**src/rtl/mac_pkg.sv**
```systemverilog
package mac_pkg;

    typedef enum logic [2:0] {
        FMT_SS  = 3'd0,
        FMT_SU  = 3'd1,
        FMT_US  = 3'd2,
        FMT_UU  = 3'd3,
        FMT_RND = 3'd4
    } mac_fmt_e;

    // X operand is read as two's complement
    function automatic logic fmt_x_signed(input logic [2:0] f);
        return (f == FMT_SS) || (f == FMT_SU) || (f == FMT_RND);
    endfunction

    // Y operand is read as two's complement
    function automatic logic fmt_y_signed(input logic [2:0] f);
        return (f == FMT_SS) || (f == FMT_US) || (f == FMT_RND);
    endfunction

    // code defined and allowed for the chosen operand source
    function automatic logic fmt_legal(input logic [2:0] f, input logic sq);
        logic known;
        known = (f <= FMT_RND);
        return known && !(sq && ((f == FMT_SU) || (f == FMT_US)));
    endfunction

endpackage

```
**src/rtl/mac_opfile.sv**
```systemverilog
module mac_opfile #(
    parameter int DW   = 16,
    parameter int NREG = 2,
    parameter int SW   = 1
) (
    input  logic          clk,
    input  logic          rst_n,
    input  logic          ld_en,
    input  logic          ld_bank,
    input  logic [SW-1:0] ld_idx,
    input  logic [DW-1:0] ld_data,
    input  logic [SW-1:0] x_sel,
    input  logic [SW-1:0] y_sel,
    output logic [DW-1:0] x_val,
    output logic [DW-1:0] y_val
);

    logic [DW-1:0] xb_q [NREG];
    logic [DW-1:0] yb_q [NREG];

    for (genvar g = 0; g < NREG; g++) begin : g_ent
        logic [DW-1:0] xe_d, ye_d;
        logic          hit;

        always_comb begin
            hit  = ld_en && (ld_idx == SW'(g));
            xe_d = (hit && !ld_bank) ? ld_data : xb_q[g];
            ye_d = (hit &&  ld_bank) ? ld_data : yb_q[g];
        end

        always_ff @(posedge clk or negedge rst_n) begin
            if (!rst_n) begin
                xb_q[g] <= '0;
                yb_q[g] <= '0;
            end else begin
                xb_q[g] <= xe_d;
                yb_q[g] <= ye_d;
            end
        end
    end

    // out-of-range selects read zero
    always_comb begin
        x_val = '0;
        y_val = '0;
        for (int i = 0; i < NREG; i++) begin
            if (x_sel == SW'(i)) x_val = xb_q[i];
            if (y_sel == SW'(i)) y_val = yb_q[i];
        end
    end

endmodule

```
**src/rtl/mac_mult.sv**
```systemverilog
module mac_mult #(
    parameter int DW = 16,
    parameter int AW = 40
) (
    input  logic [DW-1:0] x,
    input  logic [DW-1:0] y,
    input  logic          x_sgn,
    input  logic          y_sgn,
    output logic [AW-1:0] prod
);

    localparam int EW = DW + 1;
    localparam int PW = 2 * EW;

    logic signed [EW-1:0] xe, ye;
    logic signed [PW-1:0] pf;

    always_comb begin
        xe = $signed({x_sgn & x[DW-1], x});
        ye = $signed({y_sgn & y[DW-1], y});
        pf = xe * ye;
    end

    if (AW > PW) begin : g_ext
        assign prod = {{(AW - PW){pf[PW-1]}}, pf};
    end else begin : g_trunc
        assign prod = pf[AW-1:0];
    end

endmodule

```
**src/rtl/mac_addrnd.sv**
```systemverilog
module mac_addrnd #(
    parameter int DW = 16,
    parameter int AW = 40
) (
    input  logic [AW-1:0] acc_in,
    input  logic [AW-1:0] prod,
    input  logic          rnd,
    output logic [AW-1:0] res,
    output logic          ovf
);

    localparam int HB = 2 * DW - 1;
    localparam logic [AW-1:0] HALF = AW'(1) << (DW - 1);

    logic [AW-1:0] sum, bumped, rounded;
    logic          tie;
    logic [AW-1-HB:0] top;

    always_comb begin
        sum     = acc_in + prod;
        bumped  = sum + HALF;
        tie     = (sum[DW-1:0] == HALF[DW-1:0]);
        rounded = {bumped[AW-1:DW], {DW{1'b0}}};
        if (tie) rounded[DW] = 1'b0;
        res     = rnd ? rounded : sum;
        top     = res[AW-1:HB];
        ovf     = !((&top) || (~|top));
    end

endmodule

```
**src/rtl/mac_unit.sv**
```systemverilog
module mac_unit
    import mac_pkg::*;
#(
    parameter int DW   = 16,
    parameter int AW   = 40,
    parameter int NREG = 2,
    localparam int SW  = (NREG > 1) ? $clog2(NREG) : 1
) (
    input  logic          clk,
    input  logic          rst_n,
    input  logic          ld_en,
    input  logic          ld_bank,
    input  logic [SW-1:0] ld_idx,
    input  logic [DW-1:0] ld_data,
    input  logic          en,
    input  logic          cond_ok,
    input  logic [SW-1:0] x_sel,
    input  logic [SW-1:0] y_sel,
    input  logic [2:0]    fmt,
    input  logic          dst_fb,
    input  logic          square,
    output logic [AW-1:0] acc,
    output logic [DW-1:0] fb,
    output logic          ovf,
    output logic          err
);

    typedef struct packed {
        logic [AW-1:0] acc;
        logic [DW-1:0] fb;
        logic          ovf;
        logic          err;
    } mac_st_t;

    mac_st_t st_d, st_q;

    logic [DW-1:0] x_val, y_raw, y_val;
    logic [AW-1:0] prod, res;
    logic          res_ovf, go, legal;

    mac_opfile #(.DW(DW), .NREG(NREG), .SW(SW)) u_opfile (
        .clk     (clk),
        .rst_n   (rst_n),
        .ld_en   (ld_en),
        .ld_bank (ld_bank),
        .ld_idx  (ld_idx),
        .ld_data (ld_data),
        .x_sel   (x_sel),
        .y_sel   (y_sel),
        .x_val   (x_val),
        .y_val   (y_raw)
    );

    assign y_val = square ? x_val : y_raw;

    mac_mult #(.DW(DW), .AW(AW)) u_mult (
        .x     (x_val),
        .y     (y_val),
        .x_sgn (fmt_x_signed(fmt)),
        .y_sgn (fmt_y_signed(fmt)),
        .prod  (prod)
    );

    mac_addrnd #(.DW(DW), .AW(AW)) u_addrnd (
        .acc_in (st_q.acc),
        .prod   (prod),
        .rnd    (fmt == FMT_RND),
        .res    (res),
        .ovf    (res_ovf)
    );

    always_comb begin
        go        = en && cond_ok;
        legal     = fmt_legal(fmt, square);
        st_d      = st_q;
        st_d.ovf  = 1'b0;
        st_d.err  = 1'b0;
        if (go) begin
            if (!legal) begin
                st_d.err = 1'b1;
            end else begin
                st_d.ovf = res_ovf;
                if (dst_fb) st_d.fb  = res[2*DW-1:DW];
                else        st_d.acc = res;
            end
        end
    end

    always_ff @(posedge clk or negedge rst_n) begin
        if (!rst_n) st_q <= '0;
        else        st_q <= st_d;
    end

    assign acc = st_q.acc;
    assign fb  = st_q.fb;
    assign ovf = st_q.ovf;
    assign err = st_q.err;

endmodule

```
**config.mk**
```make
export PLATFORM = sky130hd
export DESIGN_NAME = mac_unit
export DESIGN_NICKNAME = d
export VERILOG_FILES = /design/src/rtl/mac_pkg.sv /design/src/rtl/mac_opfile.sv /design/src/rtl/mac_mult.sv /design/src/rtl/mac_addrnd.sv /design/src/rtl/mac_unit.sv
export SDC_FILE = /design/constraint.sdc
export NUM_CORES = 1
export LEC_CHECK = 0
export BUFFER_PORTS_ARGS = -buffer_cell sky130_fd_sc_hd__buf_2
export CORE_MARGIN = 1.5
export CORE_UTILIZATION = 43
export CTS_CLUSTER_DIAMETER = 120
export DETAILED_ROUTE_END_ITERATION = 12
export MAX_ROUTING_LAYER = met4
export SLEW_MARGIN = 20
export SYNTH_ARGS = -nofsm -noshare
export SYNTH_HDL_FRONTEND = slang
export SYNTH_HIERARCHICAL = 1
export SYNTH_SLANG_ARGS = --single-unit
```
**constraint.sdc**
```tcl
create_clock -name clk -period 27.5 [get_ports clk]
set_input_delay 5.5 -clock clk [delete_from_list [all_inputs] [get_ports clk]]
set_output_delay 5.5 -clock clk [all_outputs]
set_load 0.01 [all_outputs]
```
======== Word level (Yosys, flattened, before mapping) ========
Cells that the tools add are included.
cells by class
  eq/ne operators ......................... 4
  reduce and logical (&&, ||, !) cells .... 24
  $lt $le $gt $ge ......................... 1
  add/sub/neg operators ................... 2
  divide/modulo/power cells ............... 0
  shift-type cells ........................ 0
  multiplexer cells ....................... 8
  $mul .................................... 1
  bitwise gates (word level) .............. 4
operators by type and width
  kind                      count
  $mux W16                  3
  $add A40 B16 Y40 const B  1
  $add A40 B40 Y40          1
  $mux W40                  1
  $mul A17 B17 Y34          1
  $eq A16 B16 Y1 const B    1
  $logic_and A1 B1 Y1       9
  $reduce_and A9 Y1         1
  $reduce_or A9 Y1          1
  $logic_or A1 B1 Y1        6
  $reduce_and A3 Y1         2
  $logic_not A1 Y1          4
  $eq A3 B1 Y1 const B      1
  $eq A3 B2 Y1 const B      1
  $eq A3 B3 Y1 const B      1
  $le A3 B3 Y1 const B      1
  $logic_not A3 Y1          1
  $mux W1                   3
  $and A1 B1 Y1             2
  $mux W2                   1
  $not A1 Y1                2
storage, ports and cells
  output and inout bits ................... 58
  RAM bits ................................ 0
  latch bits .............................. 0
  memory bits (read-only) ................. 0
  register bits after elaboration ......... 122
  bits of input ports ..................... 30
  logic and storage cells ................. 52
  memories kept ........................... 0

======== Depth between registers and ports, before layout ========
Gate-level depths: netlist of run 1.
  depth in word-level cells ............... 15
  depth in mapped cells ................... 42
  depth with buffers taken out ............ 38

======== Cells and area by module ========
Netlist of run 1, hierarchy kept.
by module, submodules not included
  module      sequential area each (µm²)  cells an instance  area each (µm²)  times used
  mac_mult    0.0                         1205               10956.8          1
  mac_addrnd  0.0                         491                3439.5           1
  mac_opfile  1601.5                      172                2788.9           1
  mac_unit    1451.4                      149                2583.7           1

======== Worst setup path before layout of run 1 ========
No wires, ideal clock.
  kind .................................... input to register
  start ................................... input port x_sel
  end ..................................... register st_q, in the netlist ovf
  data arrival time ....................... 14759 ps
  buffers on the path ..................... 3
  setup slack ............................. 12620 ps
  setup time .............................. 120 ps
  data required time ...................... 27380 ps
  cell stages on the path ................. 38
  path through ............................ clkbuf_1 buf_2 mux2_2 mux2_2 clkbuf_1 and2_1 fa_1 fa_1 inv_1 fa_1 inv_1 fa_1 fa_1 inv_1 fa_1 inv_1 ha_1 and4_4 (+2 left out) or3_1 a21boi_1 o21ai_0 a211oi_1 ha_1 a21oi_1 o21ai_0 nor4_1 nor3_1 o31ai_1 nand4_2 nand4bb_4 or4_1 nand2_1 and3_1 nand4_1 o31a_1 and4_1
RTL lines
  what                  line            RTL
  start, declared       mac_unit.sv:17  input logic [SW-1:0] x_sel,
  end signal, assigned  mac_unit.sv:91  else st_q <= st_d;
  end, declared         mac_unit.sv:35  mac_st_t st_d, st_q;

==> results of run 1 <==
[worst max-delay path by stage]
stage / end / slack [ns] / cells after the start
after floorplan: ovf$_DFF_PN0_ / 12.62 / 38
after global placement: ovf$_DFF_PN0_ / 11.25 / 36
after detailed placement: ovf$_DFF_PN0_ / 11.26 / 36
after CTS: ovf$_DFF_PN0_ / 11.70 / 36
after global routing: ovf$_DFF_PN0_ / 11.09 / 36
final: ovf$_DFF_PN0_ / 11.72 / 36
[cell families after synthesis]
family          share of synthesized area
compound gates                     0.0885
mux                                 0.104
buf+inv                            0.0816
fa+ha+maj                           0.380
xor+xnor                           0.0335
simple gates                        0.158
flops                               0.154
[layout by cell type, fill, tap and decap left out, types with 7 or more instances in the layout]
master / synthesis / routed
fa_1: 297 / 297
and3_1: 15 / 15
and4_1: 7 / 7
nor3_1: 23 / 23
and2_1: 134 / 134
clkbuf_16: 0 / 17
nor2_1: 69 / 69
mux2_2: 128 / 128
o21bai_1: 7 / 7
a211oi_1: 9 / 9
nor4_1: 7 / 7
ha_1: 125 / 125
nand2b_1: 10 / 10
nand4_1: 16 / 16
o211ai_1: 10 / 10
o21ai_1: 9 / 9
a21o_1: 14 / 14
nand2_1: 217 / 217
or3_1: 11 / 11
o21ai_0: 43 / 43
mux2_4: 40 / 40
o21a_1: 10 / 10
buf_2: 7 / 86
xnor2_1: 49 / 49
nor2b_1: 11 / 11
inv_1: 322 / 322
a21oi_1: 68 / 68
o31a_1: 7 / 7
xor2_1: 23 / 23
dfrtp_1: 122 / 122
nand3_1: 23 / 23
[layout make-up]
class	count	area (um^2)
fillers	4289	24100
inverters	322	1210
repair buffers	90	464
diodes	1	2.50
well taps	600	751
clock inverters	11	191
flip-flops and latches	122	3050
multi-input cells	1499	15100
clock buffers	21	470
[routing by layer]
metal  global-route usage  up-vias
met2                0.354      303
met4               0.0606        0
met3               0.0328       45
li1                     -     6642
met1                0.313     7053
met5                    -        -
[sequential cells by signal, indices dropped and copies added (netlist names)]
name / flops
err: 1
acc: 40
u_opfile/yb_q: 32
u_opfile/xb_q: 32
fb: 16
ovf: 1
[per-stage QoR]
| stage | instance area [um^2] | utilization | hold slack (ns) | setup WS, ns | instances |
|---|---|---|---|---|---|
| after floorplan | 19800 | - | 0.474 | 12.62 | 2017 |
| after global placement | 20600 | 0.454 | 0.481 | 11.25 | 2633 |
| after detailed placement | 20600 | 0.454 | 0.488 | 11.26 | 2633 |
| after CTS | 21200 | 0.468 | 0.502 | 11.70 | 2665 |
| after global routing | 21200 | 0.468 | 0.516 | 11.09 | 2666 |
| final | 21200 | 0.468 | 0.499 | 11.72 | 2666 |
[critical path: cells and delay by family]
kind / cells / cell delay (ns)
and+or+nand+nor: 13 / 2.68
muxes: 2 / 1.02
adders and majority gates: 9 / 4.08
AOI/OAI and AO/OA: 5 / 1.84
xor gates and xnor gates: 2 / 0.44
buffers and inverters: 5 / 0.54
==> metrics.txt, run 1 <==
DR pass1 iterations 5; R2R Path End ovf$_DFF_PN0_; Tcrit/Tclk final 0.574; Ports 88; final WL 48.3 mm; Max-Cap Viols 0; crit end category flip-flop; met3 wire len 1.98 mm; Fin. Hold Viols 0; # Post-CTS Setup Buffers 0; Yosys top cell area share 0.301; worst hold path depth 1; WL met2 22.8 mm; clk slew on worst S/H paths 0.05 ns; pin count of the biggest net entering global routing 72; Initial Utilization 0.436; Avg Cell Area, Syn 9.80 um^2; sequential fraction of the synthesis area 0.154; clk_lat worst skew 0.47 ns; Commonest cells post-synth inv_1 (322), fa_1 (297), nand2_1 (217); endpoints failing setup 0; root buffer cell clkbuf_16; FP Rows 78; Tot GR Track Use 0.228; Die Span Y 217 um; post-synthesis net count 2469; Crit path top cell by count fa_1; maximum clock insertion buffer count 2; total DRC errors in the routed layout 0; Cell Area, Synth 0.0198 mm^2; Hold Startpoint u_opfile/yb_q[28]$_DFFE_PN0P_; Synth Instances 2017; number of CTS-inserted buffers 17; Clock Sinks 122; TritonCTS clock tree yes; Synth area leader fa_1; status completed; max-slew violations 0; Die W 217 um; top_reg_cell synth dfrtp_1; CP Max Fanout 18; Final HPWL DP 39.4 mm; H-tree depth 4; top cells by area, synth fa_1 (30%), dfrtp_1 (15%), ha_1 (7.9%); crit start category input pin; M1 wire length 22.7 mm; first-pass GRT wire length 81.4 mm; fmax 63.4 MHz; RSZ-0062 raised after global routing no; arrival time worst endpoint 16.12 ns; Tightest Pin Transition 0.913 ns; CP Data Required Time 27.85 ns; layout cell share with drive strength beyond 1 0.167; Min-Delay Endpoint u_opfile/yb_q[28]$_DFFE_PN0P_; # resized after CTS 0; Critical-path top delay cell a2111oi_2; # hold bufs at CTS 0; R2R setup slack 16.86 ns; Setup TNS 0 ns; DRT iter0 DRCs 789; reg2reg start u_opfile/xb_q[5]$_DFFE_PN0P_; most common cell in the netlist inv_1; NumNets Final 2504; Post-DRT Antenna Nets 0; GR Overflow Total 0; antenna violations before repair 1; synthesis-to-finish area growth 7.48%; Fin Clk Skew 0.0146 ns; Worst Hold Class reg -> reg; core area 0.0454 mm^2; Rel. slew slack 0.391; Reg2Reg Depth 35; Synth Warn # 6; overall die area 0.0473 mm^2; wire per inst 18.1 um; routed via count 14043; Post-synth EDFFs 0; origin of the worst setup path x_sel; Highest Signal Layer met4; Crit Path Class in -> reg; RePlAce Congestion 0.918; async set or reset register ratio after synthesis 1.00; fin crit period 15.78 ns; count of input and output buffers 87; vias in the first global route 14998; vias per inst 5.27; Netlist cell types 104; Worst path max stage delay 0.60 ns; flops & latches, synth 122
Power of run 1 is left out: the tool's default activity adds up to more than one toggle a clock period on the data nets, which glitch-free logic cannot reach.
==> run 2, diff against run 1 <==
==> constraint.sdc (replaced) <==
create_clock -name clk -period 13.2 [get_ports clk]
set_input_delay 2.64 -clock clk [delete_from_list [all_inputs] [get_ports clk]]
set_output_delay 2.64 -clock clk [all_outputs]
set_load 0.01 [all_outputs]
==> run 2 against run 1 <==
  * Die area unchanged
  * Design area increased by 0.50%
  * First-iteration DRC count increased by 5.2%
  * Register-to-register slack got worse by 14 ns
  * Sequential share of layout area shrank 0.072 points
  * Final cell count up 0.75%
  * Critical path depth decreased by 1
==> metrics.txt, run 2 (synthesized netlist as in run 1, its figures left out) <==
H-tree depth 4 (unchanged); final WL 49.6 mm (was 48.3 mm); commonest non-fill, non-tap cell in the layout inv_1 (unchanged); Initial Utilization 0.436 (unchanged); CP Max Fanout 18 (unchanged); vias per inst 5.32 (was 5.27); # resized after CTS 0 (unchanged); Die Span Y 217 um (unchanged); most frequent cells in the layout inv_1 (322), fa_1 (297), nand2_1 (217) (unchanged); GR Overflow Total 0 (unchanged); CP Data Required Time 13.55 ns (was 27.85 ns); Fin. Hold Viols 0 (unchanged); Highest Signal Layer met4 (unchanged); RSZ-0062 raised after global routing no (unchanged); Die W 217 um (unchanged); FP Rows 78 (unchanged); NumNets Final 2525 (was 2504); max-slew violations 0 (unchanged); Worst Hold Class reg -> reg (unchanged); Worst path max stage delay 0.69 ns (was 0.60 ns); Final HPWL DP 40.7 mm (was 39.4 mm); wire per inst 18.5 um (was 18.1 um); Max-Cap Viols 0 (unchanged); maximum clock insertion buffer count 2 (unchanged); Setup TNS 0 ns (unchanged); Largest register FFs 40 (unchanged); endpoints failing setup 0 (unchanged); Tcrit/Tclk final 0.943; root buffer cell clkbuf_16 (unchanged); overall die area 0.0473 mm^2 (unchanged); antenna violations before repair 0 (was 1); met3 wire len 1.90 mm (was 1.98 mm); Rel. slew slack 0.395 (was 0.391); Ports 88 (unchanged); WL met2 23.3 mm (was 22.8 mm); Tightest Pin Transition 0.907 ns (was 0.913 ns); # Post-CTS Setup Buffers 0 (unchanged); clk slew on worst S/H paths 0.06 ns (was 0.05 ns); Crit Path Class in -> reg (unchanged); vias in the first global route 15241 (was 14998); Fin Clk Skew 0.0102 ns (was 0.0146 ns); routed via count 14299 (was 14043); fmax 80.3 MHz; Crit path top cell by count fa_1 (unchanged); TritonCTS clock tree yes (unchanged); fillcell total 4336 (was 4289); pin count of the biggest net entering global routing 78 (was 72); total DRC errors in the routed layout 0 (unchanged); M1 wire length 23.1 mm (was 22.7 mm); setup slack at placement 0.343 ns (was 11.26 ns); number of CTS-inserted buffers 17 (unchanged); Critical-path top delay cell fa_1 (was a2111oi_2); # hold bufs at CTS 0 (unchanged); clk_lat worst skew 0.47 ns (about the same); arrival time worst endpoint 12.80 ns (was 16.12 ns); core area 0.0454 mm^2 (unchanged); first-pass GRT wire length 83.2 mm (was 81.4 mm); fin crit period 12.45 ns; Clock Sinks 122 (unchanged); RePlAce Congestion 0.900 (was 0.918); DRT iter0 DRCs 830 (was 789); synthesis-to-finish area growth 8.02% (was 7.48%); count of input and output buffers 87 (unchanged); PnR worst setup slack 0.752 ns (was 11.72 ns); DR pass1 iterations 5 (unchanged); layout cell share with drive strength beyond 1 0.176 (was 0.167); # diodes 0 (was 1); crit end category flip-flop (unchanged); Tot GR Track Use 0.233 (was 0.228); fin util 0.471 (was 0.468); crit start category input pin (unchanged); status completed (unchanged); Post-DRT Antenna Nets 0 (unchanged)
[run 2: cell count changes in the layout (fill, tap and decap cells not counted), sizes merged]
cell / change
buf: +21
clkinvlp: +4
clkbuf: -3
bufinv: -2
inv: +2
clkinv: -1
diode: -1
[run 2: per-layer routing]
metal  vias up  GRT usage
met3        69     0.0346
met5         -          -
met2       303      0.359
li1       6684          -
met1      7243      0.316
met4         0     0.0780
[run 2: cell type report]
type                    count  area, um^2  share of cell area
multi-input cells        1499       15100               0.707
flip-flops and latches    122        3050               0.143
inverters                 322        1210              0.0566
well taps                 600         751              0.0352
repair buffers            111         626              0.0293
clock buffers              18         439              0.0206
clock inverters            14         170             0.00797
[run 2: final timing paths]
path,slack (ns),startpoint,endpoint,cells after the start
setup / recovery,0.75,x_sel,ovf$_DFF_PN0_,35
hold / removal,0.50,u_opfile/yb_q[3]$_DFFE_PN0P_,u_opfile/yb_q[3]$_DFFE_PN0P_,1
setup reg to reg,2.89,u_opfile/xb_q[2]$_DFFE_PN0P_,ovf$_DFF_PN0_,34
hold reg to reg,0.50,u_opfile/yb_q[3]$_DFFE_PN0P_,u_opfile/yb_q[3]$_DFFE_PN0P_,1
max in group asynchronous,10.03,rst_n,acc[7]$_DFFE_PN0P_,2
min in group asynchronous,2.13,rst_n,acc[24]$_DFFE_PN0P_,1
[run 2: worst max-delay path, delay by kind of cell]
kind	cells	cell delay (ns)
fa+ha+maj	8	3.97
buf+inv	4	0.50
compound gates	7	1.54
mux	2	0.98
simple gates	14	3.14
[run 2: through the flow]
| step | area, um^2 | std cells | hold WS (ns) |
|---|---|---|---|
| after floorplan | 19800 | 2017 | 0.474 |
| after global placement | 20700 | 2654 | 0.481 |
| after detailed placement | 20700 | 2654 | 0.491 |
| after CTS | 21400 | 2686 | 0.506 |
| after global routing | 21400 | 2686 | 0.516 |
| final | 21400 | 2686 | 0.503 |
Power of run 2 is left out for the same reason.
